--- src/rtl/pgmon_pkg.sv ---
package pgmon_pkg;

  localparam int unsigned CALC_W = 32;

  // Lowest acceptable code: target less a percentage of it (0 when the check is off).
  function automatic logic [CALC_W-1:0] pg_floor_limit(input logic [CALC_W-1:0] tgt,
                                                        input logic [CALC_W-1:0] pct);
    if (pct >= 32'd100) return '0;
    return tgt - ((tgt * pct) / 32'd100);
  endfunction

  // Highest acceptable code: target plus a percentage of it.
  function automatic logic [CALC_W-1:0] pg_ceil_limit(input logic [CALC_W-1:0] tgt,
                                                       input logic [CALC_W-1:0] pct);
    return tgt + ((tgt * pct) / 32'd100);
  endfunction

endpackage

--- src/rtl/pgmon_window.sv ---
module pgmon_window
  import pgmon_pkg::*;
#(
  parameter int VW = 12,
  parameter int PW = 7
) (
  input  logic [VW-1:0] vout_code,
  input  logic [VW-1:0] vtarget_code,
  input  logic [PW-1:0] tol_low_pct,
  input  logic [PW-1:0] tol_high_pct,
  input  logic          fault,
  output logic          above_floor,
  output logic          below_ceil,
  output logic          cond_ok
);

  logic [CALC_W-1:0] lim_lo, lim_hi, v_ext;

  assign v_ext  = CALC_W'(vout_code);
  assign lim_lo = pg_floor_limit(CALC_W'(vtarget_code), CALC_W'(tol_low_pct));
  assign lim_hi = pg_ceil_limit(CALC_W'(vtarget_code), CALC_W'(tol_high_pct));

  assign above_floor = (v_ext >= lim_lo);
  assign below_ceil  = (v_ext <= lim_hi);
  assign cond_ok     = above_floor && below_ceil && !fault;

endmodule

--- src/rtl/pgmon_timer.sv ---
module pgmon_timer #(
  parameter int DW = 8
) (
  input  logic          clk,
  input  logic          rst_n,
  input  logic          ms_tick,
  input  logic          cond_ok,
  input  logic [DW-1:0] delay_ms,
  output logic          pg_good,
  output logic [DW-1:0] cnt_q
);

  logic delay_done;
  assign delay_done = (cnt_q >= delay_ms);

  always_ff @(posedge clk or negedge rst_n) begin
    if (!rst_n) begin
      cnt_q   <= '0;
      pg_good <= 1'b0;
    end else if (!cond_ok) begin
      cnt_q   <= '0;
      pg_good <= 1'b0;
    end else if (!pg_good) begin
      if (delay_done)   pg_good <= 1'b1;
      else if (ms_tick) cnt_q   <= cnt_q + 1'b1;
    end
  end

  AST_DROP_FAST: assert property (@(posedge clk) disable iff (!rst_n)
    !cond_ok |=> !pg_good);
  AST_RESTART_CLEAR: assert property (@(posedge clk) disable iff (!rst_n)
    !cond_ok |=> (cnt_q == '0));
  AST_TICK_ADVANCE: assert property (@(posedge clk) disable iff (!rst_n)
    (cond_ok && !pg_good && (cnt_q < delay_ms) && ms_tick) |=> (cnt_q == DW'($past(cnt_q) + 1'b1)));
  AST_ZERO_DELAY: assert property (@(posedge clk) disable iff (!rst_n)
    (cond_ok && (delay_ms == '0)) |=> pg_good);
  AST_RISE_QUALIFIED: assert property (@(posedge clk) disable iff (!rst_n)
    $rose(pg_good) |-> $past(cond_ok));

endmodule

--- src/rtl/pgmon_top.sv ---
module pgmon_top #(
  parameter int VW = 12,
  parameter int DW = 8,
  parameter int PW = 7
) (
  input  logic          clk,
  input  logic          rst_n,
  input  logic          ms_tick,
  input  logic [VW-1:0] vout_code,
  input  logic [VW-1:0] vtarget_code,
  input  logic          fault,
  input  logic [DW-1:0] ramp_ms,
  input  logic [DW-1:0] own_delay_ms,
  input  logic          use_own_delay,
  input  logic [PW-1:0] tol_low_pct,
  input  logic [PW-1:0] tol_high_pct,
  input  logic          pg_active_high,
  output logic          pg_pin
);

  logic          above_floor, below_ceil, cond_ok, pg_good;
  logic [DW-1:0] delay_sel, cnt_q;

  assign delay_sel = use_own_delay ? own_delay_ms : ramp_ms;

  pgmon_window #(.VW(VW), .PW(PW)) u_window (
    .vout_code    (vout_code),
    .vtarget_code (vtarget_code),
    .tol_low_pct  (tol_low_pct),
    .tol_high_pct (tol_high_pct),
    .fault        (fault),
    .above_floor  (above_floor),
    .below_ceil   (below_ceil),
    .cond_ok      (cond_ok)
  );

  pgmon_timer #(.DW(DW)) u_timer (
    .clk      (clk),
    .rst_n    (rst_n),
    .ms_tick  (ms_tick),
    .cond_ok  (cond_ok),
    .delay_ms (delay_sel),
    .pg_good  (pg_good),
    .cnt_q    (cnt_q)
  );

  assign pg_pin = pg_active_high ? pg_good : !pg_good;

  AST_FAULT_BLOCKS: assert property (@(posedge clk) disable iff (!rst_n)
    fault |=> !pg_good);
  AST_LOW_BLOCKS: assert property (@(posedge clk) disable iff (!rst_n)
    !above_floor |=> !pg_good);
  AST_HIGH_BLOCKS: assert property (@(posedge clk) disable iff (!rst_n)
    !below_ceil |=> !pg_good);

endmodule

--- config.mk ---
export PLATFORM = sky130hd
export DESIGN_NAME = pgmon_top
export DESIGN_NICKNAME = d
export VERILOG_FILES = /design/src/rtl/pgmon_pkg.sv /design/src/rtl/pgmon_window.sv /design/src/rtl/pgmon_timer.sv /design/src/rtl/pgmon_top.sv
export SDC_FILE = /design/constraint.sdc
export NUM_CORES = 1
export LEC_CHECK = 0
export ABC_CLOCK_PERIOD_IN_PS = 6100
export BUFFER_PORTS_ARGS = -buffer_cell sky130_fd_sc_hd__buf_2
export CAP_MARGIN = 15
export CORE_ASPECT_RATIO = 1.2
export CORE_MARGIN = 3
export CORE_UTILIZATION = 24
export CTS_CLUSTER_DIAMETER = 30
export CTS_CLUSTER_SIZE = 30
export DETAILED_ROUTE_END_ITERATION = 6
export SYNTH_ARGS = -nofsm -noshare
export SYNTH_HDL_FRONTEND = slang
export SYNTH_SLANG_ARGS = --single-unit
--- constraint.sdc ---
create_clock -name clk -period 6.1 [get_ports clk]
set_input_delay 0.305 -clock clk [delete_from_list [all_inputs] [get_ports clk]]
set_output_delay 0.305 -clock clk [all_outputs]
set_load 0.005 [all_outputs]
==> load_flow_metrics.sql <==
INSERT INTO impl_metrics (metric_group, metric, value, unit) VALUES
('timing', 'post-route-min-period', '13.74', 'ns'),
('logic_synthesis', 'yosysSeqAreaShare', '0.0176', ''),
('timing', 'finalHoldViolCount', '0', ''),
('logic_synthesis', 'synth_cell_type_count', '104', ''),
('logic_synthesis', 'synth.avg_cell_area', '7.53', 'um^2'),
('detailed_routing', 'drt_first_iter_violations', '766', ''),
('floorplan', 'die_x', '217', 'um'),
('timing', 'timing.max_slew.rel_slack', '0.487', ''),
('logic_synthesis', 'ys.warnings.count', '0', ''),
('logic_synthesis', 'synth_edf_count', '0', ''),
('logic_synthesis', 'synth_area', '12800', 'um^2'),
('logic_synthesis', 'ys_async_sr_fraction', '1.00', ''),
('clock_tree', 'clock_insertion_delay_worst_skew', '0.23', 'ns'),
('logic_synthesis', 'synthDominantCellAreaShare', '0.157', ''),
('logic_synthesis', 'post-synth-top-area-cell', 'sky130_fd_sc_hd__fa_1', ''),
('detailed_routing', 'route.antenna.remaining_nets', '0', ''),
('global_routing', 'grt_start_max_net_pins', '15', ''),
('worst_setup_path', 'worstReg2RegStart', 'u_timer.cnt_q[0]', ''),
('worst_setup_path', 'critical-path-max-stage-delay', '0.54', 'ns'),
('worst_setup_path', 'buffering_stage_count_on_the_worst_path_with_inverters_included', '10', ''),
('detailed_routing', 'average_wire_per_cell_in_the_routed_design', '14.6', 'um'),
('logic_synthesis', 'synth.ff_latch_count', '9', ''),
('placement', 'post-dp-hpwl', '35.3', 'mm'),
('logic_synthesis', 'postSynth.topFlopCell', 'sky130_fd_sc_hd__dfrtp_1', ''),
('floorplan', 'rows', '91', ''),
('status', 'run_status', 'complete, but fails checks', ''),
('worst_setup_path', 'worstPathMaxFanout', '12', ''),
('detailed_routing', 'drc_errors', '0', ''),
('worst_setup_path', 'crit_top_cell', 'sky130_fd_sc_hd__a21o_1', ''),
('timing', 'achievable-frequency', '72.8', 'MHz'),
('floorplan', 'top_level_ports', '61', ''),
('floorplan', 'fp.dieH', '259', 'um'),
('min_path', 'worst_hold_path_type', 'in -> async', ''),
('clock_tree', 'cts_buffers', '3', ''),
('clock_tree', 'clock_tree_from_tritoncts', 'yes', ''),
('placement', 'dpl_worst_slack', '-8.60', 'ns'),
('detailed_routing', 'avgViaCountPerCell', '4.99', ''),
('floorplan', 'core', '52000', 'um^2'),
('timing', 'final_min_period_over_clock_period', '2.25', ''),
('layout', 'layout.cells.most_common_list', '583 x sky130_fd_sc_hd__buf_4, 144 x sky130_fd_sc_hd__nand2_1, 139 x sky130_fd_sc_hd__inv_1', ''),
('global_routing', 'grt_use_total', '0.151', ''),
('layout', 'post_route_cells_drive_above_1_share', '0.426', ''),
('worst_setup_path', 'critPathSlowestCell', 'sky130_fd_sc_hd__fa_1', ''),
('clock_tree', 'cts.root.buffer_cell', 'sky130_fd_sc_hd__clkbuf_16', ''),
('global_routing', 'global_route.overflow_total', '0', ''),
('worst_setup_path', 'r2r_cells', '18', ''),
('logic_synthesis', 'synth.net_count', '1987', ''),
('timing', 'setup_repair_after_global_routing_missed_its_margin', 'yes', ''),
('worst_setup_path', 'worstReg2RegEnd', 'u_timer.cnt_q[7]', ''),
('timing', 'post_route_worst_setup_slack', '-7.64', 'ns'),
('logic_synthesis', 'synth_top_cells_by_area', 'sky130_fd_sc_hd__fa_1 16%, sky130_fd_sc_hd__ha_1 13%, sky130_fd_sc_hd__and2_1 6.0%', ''),
('worst_setup_path', 'rrSetupSlack', '2.76', 'ns'),
('global_routing', 'via_count_of_the_first_global_routing_pass', '15500', ''),
('placement', 'port_buffers', '60', ''),
('status', 'violations', 'negative setup slack', ''),
('detailed_routing', 'route.final.wire_length', '43.8', 'mm'),
('timing', 'setup_viol', '9', ''),
('placement', 'routabilityCongestion', '0.889', ''),
('layout', 'utilization', '0.388', ''),
('worst_setup_path', 'timing.critical_path.from_type', 'input pin', ''),
('worst_setup_path', 'timing.critical_path.max_delay_family', 'compound AO/OA/AOI/OAI gates', ''),
('timing', 'worst_clock_skew', '0.000551', 'ns'),
('timing', 'max_slew.worst_pin.slew', '0.764', 'ns'),
('floorplan', 'initial_core_util', '0.245', ''),
('worst_setup_path', 'crit_type', 'in -> reg', ''),
('clock_tree', 'clockBufferDepth', '2', ''),
('logic_synthesis', 'post_synth_inst_count', '1695', ''),
('layout', 'final_nets', '2580', ''),
('detailed_routing', 'dr_total_vias', '14900', ''),
('flow_run', 'timing.max_cap.violations', '0', ''),
('detailed_routing', 'drtPass1Iterations', '5', '');
[what timing repair did]
item / in CTS / in global routing
gates resized for setup: 181 / 127
hold buffers: 1 / 0
buffers inserted: 36 / 24
pin swaps: 84 / 85
cloned: 5 / 2
hold endpoints to repair: 9 / 0
setup endpoints to repair: 9 / 9
[layer usage]
layer,track usage,share of wire
met1,0.184,0.43
met2,0.277,0.50
met3,0.0178,0.039
met4,0.0442,0.029
met5,0,0.00062
[worst reg2reg max path: stages (launching register included)]
cell	delay (ns)
sky130_fd_sc_hd__dfrtp_1	0.43
sky130_fd_sc_hd__inv_1	0.07
sky130_fd_sc_hd__ha_1	0.28
sky130_fd_sc_hd__nand2b_1	0.14
sky130_fd_sc_hd__a21oi_1	0.15
sky130_fd_sc_hd__nor2b_1	0.06
sky130_fd_sc_hd__o21ai_0	0.16
sky130_fd_sc_hd__nand2b_1	0.08
sky130_fd_sc_hd__a21oi_1	0.15
sky130_fd_sc_hd__nor2b_1	0.06
sky130_fd_sc_hd__o21ai_0	0.14
sky130_fd_sc_hd__nand2b_1	0.08
sky130_fd_sc_hd__a211oi_1	0.38
sky130_fd_sc_hd__and2_1	0.31
sky130_fd_sc_hd__and3_1	0.20
sky130_fd_sc_hd__nand4_1	0.17
sky130_fd_sc_hd__nor2_1	0.17
sky130_fd_sc_hd__xnor2_1	0.15
sky130_fd_sc_hd__nor2_2	0.06
[registers in the layout, indices dropped and copies added (netlist names)]
signal and count:
u_timer.cnt_q 8, u_timer.pg_good 1
[layout make-up]
cell class                 instances  area [um^2]
tap                              697          872
antenna                            6         15.0
timing repair buffer             665         5080
multi-input combinational       1462        13400
inverter                         147          552
sequential                         9          225
clock buffer                       4         78.8
fill                            5241        31800
[worst max-delay path by stage]
stage / to / from / depth (start not counted) / slack, ns
after floorplan: u_timer.cnt_q[0] / tol_low_pct[1] / 62 / -7.30
after global placement: u_timer.cnt_q[3] / vtarget_code[3] / 62 / -8.25
after detailed placement: u_timer.cnt_q[2] / vtarget_code[3] / 60 / -8.60
after CTS: u_timer.cnt_q[4] / vtarget_code[6] / 60 / -7.47
after global routing: u_timer.cnt_q[2] / tol_high_pct[6] / 64 / -8.27
final: u_timer.cnt_q[2] / vtarget_code[7] / 64 / -7.64
[through the flow]
step,std cells,hold slack (ns),instance area (um^2),TNS [ns]
2_1_floorplan,1695,0.00941,13300,-65.68
3_3_place_gp,2913,0.157,18100,-74.25
3_5_place_dp,2913,0.170,18100,-77.30
4_1_cts,2959,0.465,19300,-67.02
5_1_grt,2988,0.484,20200,-74.10
6_report,2990,0.467,20200,-68.33
[cell families after synthesis]
| logic type | share of synthesized area |
|---|---|
| AO/OA/AOI/OAI | 0.287 |
| XOR/XNOR | 0.0657 |
| adder cells (fa/ha/maj) | 0.291 |
| buffers and inverters | 0.0715 |
| flip-flops | 0.0176 |
| multiplexers | 0.0273 |
| AND/OR/NAND/NOR | 0.239 |
[Yosys cell counts, types with 22 or more instances]
library cell and count:
sky130_fd_sc_hd__clkbuf_1 49, sky130_fd_sc_hd__nand2_1 149, sky130_fd_sc_hd__inv_1 143, sky130_fd_sc_hd__nor3_1 37, sky130_fd_sc_hd__a211oi_1 22, sky130_fd_sc_hd__fa_1 100
sky130_fd_sc_hd__nor2_1 83, sky130_fd_sc_hd__o21ai_0 68, sky130_fd_sc_hd__ha_1 132, sky130_fd_sc_hd__nand2b_1 30, sky130_fd_sc_hd__nand3_1 47, sky130_fd_sc_hd__a21oi_1 101
sky130_fd_sc_hd__a31oi_1 23, sky130_fd_sc_hd__xor2_1 40, sky130_fd_sc_hd__a21o_1 53, sky130_fd_sc_hd__and2_1 123, sky130_fd_sc_hd__buf_2 26, sky130_fd_sc_hd__nand4_1 22
sky130_fd_sc_hd__xnor2_1 52
Power is left out: the tool's default activity adds up to more than one toggle a clock period on the data nets, which glitch-free logic cannot reach.
